### src/rtl/msi_gen_pkg.sv
package msi_gen_pkg;

    typedef struct packed {
        logic [63:0] addr;
        logic [31:0] data;
    } msi_msg_t;

    typedef enum logic [1:0] {
        SRC_NONE   = 2'd0,
        SRC_REQ    = 2'd1,
        SRC_REPLAY = 2'd2
    } msi_src_e;

    // Low-bit field width selected by the multiple-message-enable value.
    function automatic logic [15:0] vec_field_mask(input logic [2:0] mme);
        return (16'd1 << mme) - 16'd1;
    endfunction

    function automatic logic [31:0] encode_data(input logic [15:0] tmpl,
                                                input logic [15:0] vec,
                                                input logic [2:0]  mme);
        logic [15:0] m;
        m = vec_field_mask(mme);
        return {16'h0000, (tmpl & ~m) | (vec & m)};
    endfunction

endpackage

### src/rtl/msi_vec_arb.sv
module msi_vec_arb
    import msi_gen_pkg::*;
#(
    parameter int VEC_W = 5
) (
    input  logic             busy,
    input  logic             req_valid,
    input  logic [VEC_W-1:0] req_vec,
    input  logic             req_level,
    input  logic             replay_valid,
    input  logic [VEC_W-1:0] replay_vec,
    output logic             req_ready,
    output logic             replay_ready,
    output logic             sel_fire,
    output msi_src_e         sel_src,
    output logic [VEC_W-1:0] sel_vec,
    output logic             sel_level
);
    always_comb begin
        replay_ready = !busy;
        req_ready    = !busy && !replay_valid;
        sel_fire     = 1'b0;
        sel_src      = SRC_NONE;
        sel_vec      = req_vec;
        sel_level    = req_level;
        if (replay_valid && replay_ready) begin
            sel_fire  = 1'b1;
            sel_src   = SRC_REPLAY;
            sel_vec   = replay_vec;
            sel_level = 1'b1;
        end else if (req_valid && req_ready) begin
            sel_fire  = 1'b1;
            sel_src   = SRC_REQ;
        end
    end
endmodule

### src/rtl/msi_pend_reg.sv
module msi_pend_reg #(
    parameter int NUM_VEC = 32,
    parameter int VEC_W   = 5
) (
    input  logic               clk,
    input  logic               rst,
    input  logic               mask_en,
    input  logic               set_en,
    input  logic               clr_en,
    input  logic [VEC_W-1:0]   vec,
    output logic [NUM_VEC-1:0] pending
);
    for (genvar i = 0; i < NUM_VEC; i++) begin : g_bit
        logic hit;
        assign hit = (vec == VEC_W'(i));
        always_ff @(posedge clk) begin
            if (rst || !mask_en)
                pending[i] <= 1'b0;
            else if (set_en && hit)
                pending[i] <= 1'b1;
            else if (clr_en && hit)
                pending[i] <= 1'b0;
        end
    end
endmodule

### src/rtl/msi_msg_fmt.sv
module msi_msg_fmt
    import msi_gen_pkg::*;
#(
    parameter int VEC_W = 5
) (
    input  logic             is64,
    input  logic [31:0]      addr_lo,
    input  logic [31:0]      addr_hi,
    input  logic [15:0]      tmpl,
    input  logic [2:0]       mme,
    input  logic [VEC_W-1:0] vec,
    output msi_msg_t         msg
);
    always_comb begin
        msg.addr = is64 ? {addr_hi, addr_lo} : {32'h0, addr_lo};
        msg.data = encode_data(tmpl, 16'(vec), mme);
    end
endmodule

### src/rtl/msi_gen.sv
module msi_gen
    import msi_gen_pkg::*;
#(
    parameter int NUM_VEC = 32,
    parameter int VEC_W   = $clog2(NUM_VEC)
) (
    input  logic               clk,
    input  logic               rst,
    input  logic               cfg_msi_en,
    input  logic [2:0]         cfg_mme,
    input  logic               cfg_is64,
    input  logic               cfg_mask_en,
    input  logic [31:0]        cfg_addr_lo,
    input  logic [31:0]        cfg_addr_hi,
    input  logic [15:0]        cfg_data,
    input  logic [NUM_VEC-1:0] cfg_mask,
    input  logic               req_valid,
    input  logic [VEC_W-1:0]   req_vec,
    input  logic               req_level,
    output logic               req_ready,
    input  logic               replay_valid,
    input  logic [VEC_W-1:0]   replay_vec,
    output logic               replay_ready,
    output logic               msg_valid,
    output logic [63:0]        msg_addr,
    output logic [31:0]        msg_data,
    input  logic               msg_ready,
    output logic [NUM_VEC-1:0] pending,
    output logic               msi_err
);
    logic             sel_fire;
    msi_src_e         sel_src;
    logic [VEC_W-1:0] sel_vec;
    logic             sel_level;
    msi_msg_t         fmt_msg;
    msi_msg_t         msg_q;
    logic             valid_q;
    logic             err_q;
    logic             active;
    logic             masked;
    logic             set_pend;
    logic             do_send;

    msi_vec_arb #(.VEC_W(VEC_W)) u_arb (
        .busy         (valid_q),
        .req_valid    (req_valid),
        .req_vec      (req_vec),
        .req_level    (req_level),
        .replay_valid (replay_valid),
        .replay_vec   (replay_vec),
        .req_ready    (req_ready),
        .replay_ready (replay_ready),
        .sel_fire     (sel_fire),
        .sel_src      (sel_src),
        .sel_vec      (sel_vec),
        .sel_level    (sel_level)
    );

    msi_msg_fmt #(.VEC_W(VEC_W)) u_fmt (
        .is64    (cfg_is64),
        .addr_lo (cfg_addr_lo),
        .addr_hi (cfg_addr_hi),
        .tmpl    (cfg_data),
        .mme     (cfg_mme),
        .vec     (sel_vec),
        .msg     (fmt_msg)
    );

    always_comb begin
        active   = sel_fire && cfg_msi_en && sel_level;
        masked   = cfg_mask_en && cfg_mask[sel_vec];
        set_pend = active && masked;
        do_send  = active && !masked &&
                   ((sel_src == SRC_REQ) || pending[sel_vec]);
    end

    msi_pend_reg #(.NUM_VEC(NUM_VEC), .VEC_W(VEC_W)) u_pend (
        .clk     (clk),
        .rst     (rst),
        .mask_en (cfg_mask_en),
        .set_en  (set_pend),
        .clr_en  (do_send),
        .vec     (sel_vec),
        .pending (pending)
    );

    always_ff @(posedge clk) begin
        if (rst) begin
            valid_q <= 1'b0;
            msg_q   <= '0;
            err_q   <= 1'b0;
        end else begin
            err_q <= sel_fire && !cfg_msi_en;
            if (do_send) begin
                valid_q <= 1'b1;
                msg_q   <= fmt_msg;
            end else if (valid_q && msg_ready) begin
                valid_q <= 1'b0;
            end
        end
    end

    assign msg_valid = valid_q;
    assign msg_addr  = msg_q.addr;
    assign msg_data  = msg_q.data;
    assign msi_err   = err_q;

endmodule

### config.mk
export PLATFORM = sky130hd
export DESIGN_NAME = msi_gen
export DESIGN_NICKNAME = d
export VERILOG_FILES = /design/src/rtl/msi_gen_pkg.sv /design/src/rtl/msi_vec_arb.sv /design/src/rtl/msi_pend_reg.sv /design/src/rtl/msi_msg_fmt.sv /design/src/rtl/msi_gen.sv
export SDC_FILE = /design/constraint.sdc
export NUM_CORES = 1
export LEC_CHECK = 0
export ABC_CLOCK_PERIOD_IN_PS = 3800
export BUFFER_PORTS_ARGS = -buffer_cell sky130_fd_sc_hd__buf_4
export CAP_MARGIN = 20
export CORE_ASPECT_RATIO = 1.1
export CORE_MARGIN = 2
export CORE_UTILIZATION = 35
export CTS_CLUSTER_SIZE = 8
export DETAILED_ROUTE_END_ITERATION = 7
export GPL_TIMING_DRIVEN = 0
export PLACE_DENSITY = 0.59
export SYNTH_ARGS = -nofsm -noshare
export SYNTH_HDL_FRONTEND = slang
export SYNTH_SLANG_ARGS = --single-unit
### constraint.sdc
create_clock -name clk -period 3.8 [get_ports clk]
set_input_delay 0.76 -clock clk [delete_from_list [all_inputs] [get_ports clk]]
set_output_delay 0.76 -clock clk [all_outputs]
set_load 0.01 [all_outputs]
==> qor.yml <==
dr_wl_met3_mm: 1.44
start_kind: "input port"
avgSynthCellArea_um2: 8.70
critPathMaxFanout: 10
avgRoutedWirePerCell_um: 17.9
grt_pass1_wl_mm: 32.7
vias: 6094
met1_length_mm: 8.82
ys_ff_latch: 114
wl_met2_mm: 10.6
die-area_um2: 18200
numCtsBuffers: 17
power.total_w: 0.00355
cts_buffer_depth: 2
drt_iter0_markers: 348
max-vdd-ir-drop_mv: 0.310
drt_wl_total_mm: 21.4
grt_pass1_vias: 5883
max-slew-margin-rel_pct: 28.3
synth_edf_count: 0
grt_max_degree: 17
fin_cells: 1194
root_buffer: "clkbuf_16"
dieHeight_um: 141
hold_viol: 0
dp_cells: 1160
area_growth_pct: 47.0
status: "finished clean"
die_x_um: 129
fin_crit_sh_pct: 93.0
placementRows: 50
via_per_inst: 5.10
syn-instance-count: 690
cts.sinks: 114
cts_htree_levels: 4
synthArstFlopShare_pct: 0
fin_crit_ns: 3.53
clk_latency_ns: 0.42
ys_types: 59
regArea_um2: 2280
worstPathArrival_ns: 3.84
p_leak_nw: 3.82
cap_violations: 0
antenna_left: 0
maxSlewViolCount: 0
portBuffers: 246
endpoint_kind: "flip-flop"
max_slew.worst_pin.slew_ns: 1.07
clk_pin_slew_worst_paths_ns: 0.05
yosys_warnings: 0
fin_worst_skew_ns: 0.0115
core_um2: 16900
firstDrtPassIters: 6
floorplan.initialDensity_pct: 35.5
worstSetupPathType: "in2reg"
antenna_found_initial: 0
grt_usage_pct: 23.3
required_ns: 4.11
p_per_area_nw_per_um2: 402
insertedDiodeCount: 0
grt_setup_unrepaired: "no"
hpwl_mm: 16.7
hp-class: "reg2reg"
layout-drive-gt1-share_pct: 35.6
setup_ws_ns: 0.265
ys_seq_area_share_pct: 38.0
highest_layer: "met4"
nNetsFinal: 1109
grt_overflow: 0
drc: 0
hold_buffers: 0
fill_cells: 1697
whs_ns: 0.457
clock.fmax_mhz: 283
synth-main-ff-cell: "dfxtp_1"
place.gp.congestion: 0.861
syn_area_um2: 6000
setup_viol: 0
pin_count: 266
cts_tree: "built"
multi_input_area_um2: 3340
pre_cts_slack_ns: -0.463
## logic make-up after synthesis
group	count (synthesis)	share of synthesized area, %
adder cells (fa/ha/maj)	2	0.417
AO/OA/AOI/OAI	123	15.1
multiplexers	110	19.3
AND/OR/NAND/NOR	259	19.3
buffers and inverters	79	7.54
XOR/XNOR	2	0.292
other	1	0.0625
flip-flops	114	38.0
## state kept, by name, indices dropped and copies added, names as in the netlist
register	count
msg_addr	64
msg_valid	1
msg_data	16
msi_err	1
u_pend.pending	32
## worst max-delay path, cell delays in order
cell and delay [ns]:
buf_6 0.10, nor2b_4 0.14, buf_6 0.16, mux2i_1 0.77, mux4_2 0.35, nand2_1 0.07, nand4_1 0.13, nand4_1 0.36
clkbuf_1 0.36, o311a_1 0.42, a31o_2 0.21
## metrics by stage
step	util, %	cell area, um^2	TNS [ns]
after floorplan	-	6060	0
after global placement	48.3	8170	-27.04
after detailed placement	48.4	8180	-11.91
after CTS	52.1	8810	0
after global routing	52.2	8820	0
final	52.2	8820	0
## routing by layer
metal	up-vias	global-route usage [%]
met5	-	0
met3	31	5.62
met2	249	40.4
met4	0	8.70
li1	3014	-
met1	2800	27.8
## final cells by class
cell class | instances | area share (%)
well taps | 208 | 2.95
flip-flops and latches | 114 | 25.9
clock buffers | 19 | 5.02
clock inverters | 13 | 2.06
multi-input cells | 512 | 37.8
plain buffers | 72 | 4.83
repair buffers | 249 | 21.2
inverters | 7 | 0.298
## cell usage after synthesis (4+ instances only)
| master | instances | area [um^2] |
|---|---|---|
| a31o_2 | 12 | 105 |
| mux2i_1 | 95 | 951 |
| o22ai_1 | 5 | 31.3 |
| o21ai_0 | 23 | 115 |
| nand2_1 | 173 | 649 |
| a21oi_1 | 15 | 75.1 |
| o311ai_0 | 22 | 193 |
| nor2_1 | 7 | 26.3 |
| buf_4 | 17 | 128 |
| dfxtp_1 | 114 | 2280 |
| buf_6 | 11 | 124 |
| nand3_1 | 41 | 205 |
| mux2_2 | 10 | 113 |
| nand4_1 | 4 | 25.0 |
| o211ai_1 | 8 | 60.1 |
| nand2b_1 | 14 | 87.6 |
| clkbuf_1 | 36 | 135 |
| o311a_1 | 11 | 110 |
| inv_1 | 6 | 22.5 |
| buf_2 | 8 | 40.0 |
## cell usage in the layout, fill, tap and decap left out, drive strengths merged, types with 3 or more instances in the layout
cell	Yosys	final
a31o	13	13
o311a	11	11
o21ai	27	27
a22oi	3	3
dfxtp	114	114
nor3	3	3
mux2	12	12
bufinv	0	4
nand4	4	4
nand3b	3	3
o22ai	5	5
conb	1	16
nor2	7	7
nand2	173	173
nand3	42	42
a31oi	3	3
mux2i	96	96
o311ai	22	22
inv	7	10
buf	36	285
clkbuf	36	55
o211ai	8	8
clkinv	0	4
o31ai	3	3
a21oi	15	15
nand2b	14	14
## power breakdown
part	leakage [nW]	switching, W	internal, W	total, W
Clock	0.304	0.000583	0.00111	0.00170
Combinational	2.59	0.000319	0.000279	0.000599
Sequential	0.921	0.0000181	0.00123	0.00125
Total	3.82	0.000921	0.00262	0.00355
## final timing paths
path	start	endpoint	slack [ns]	depth (start not counted)
setup / recovery	replay_valid	u_pend.pending[21]	0.27	11
hold / removal	msg_addr[15]	msg_addr[15]	0.46	2
setup reg to reg	msg_valid	u_pend.pending[21]	0.38	11
hold reg to reg	msg_addr[15]	msg_addr[15]	0.46	2
## timing repair
item / CTS / global route
gates resized for setup: 1 / 1
endpoints found under the hold margin: 0 / 0
endpoints found under the setup margin: 10 / 2
setup buffers: 0 / 2
(Power assumes the default switching activity.)
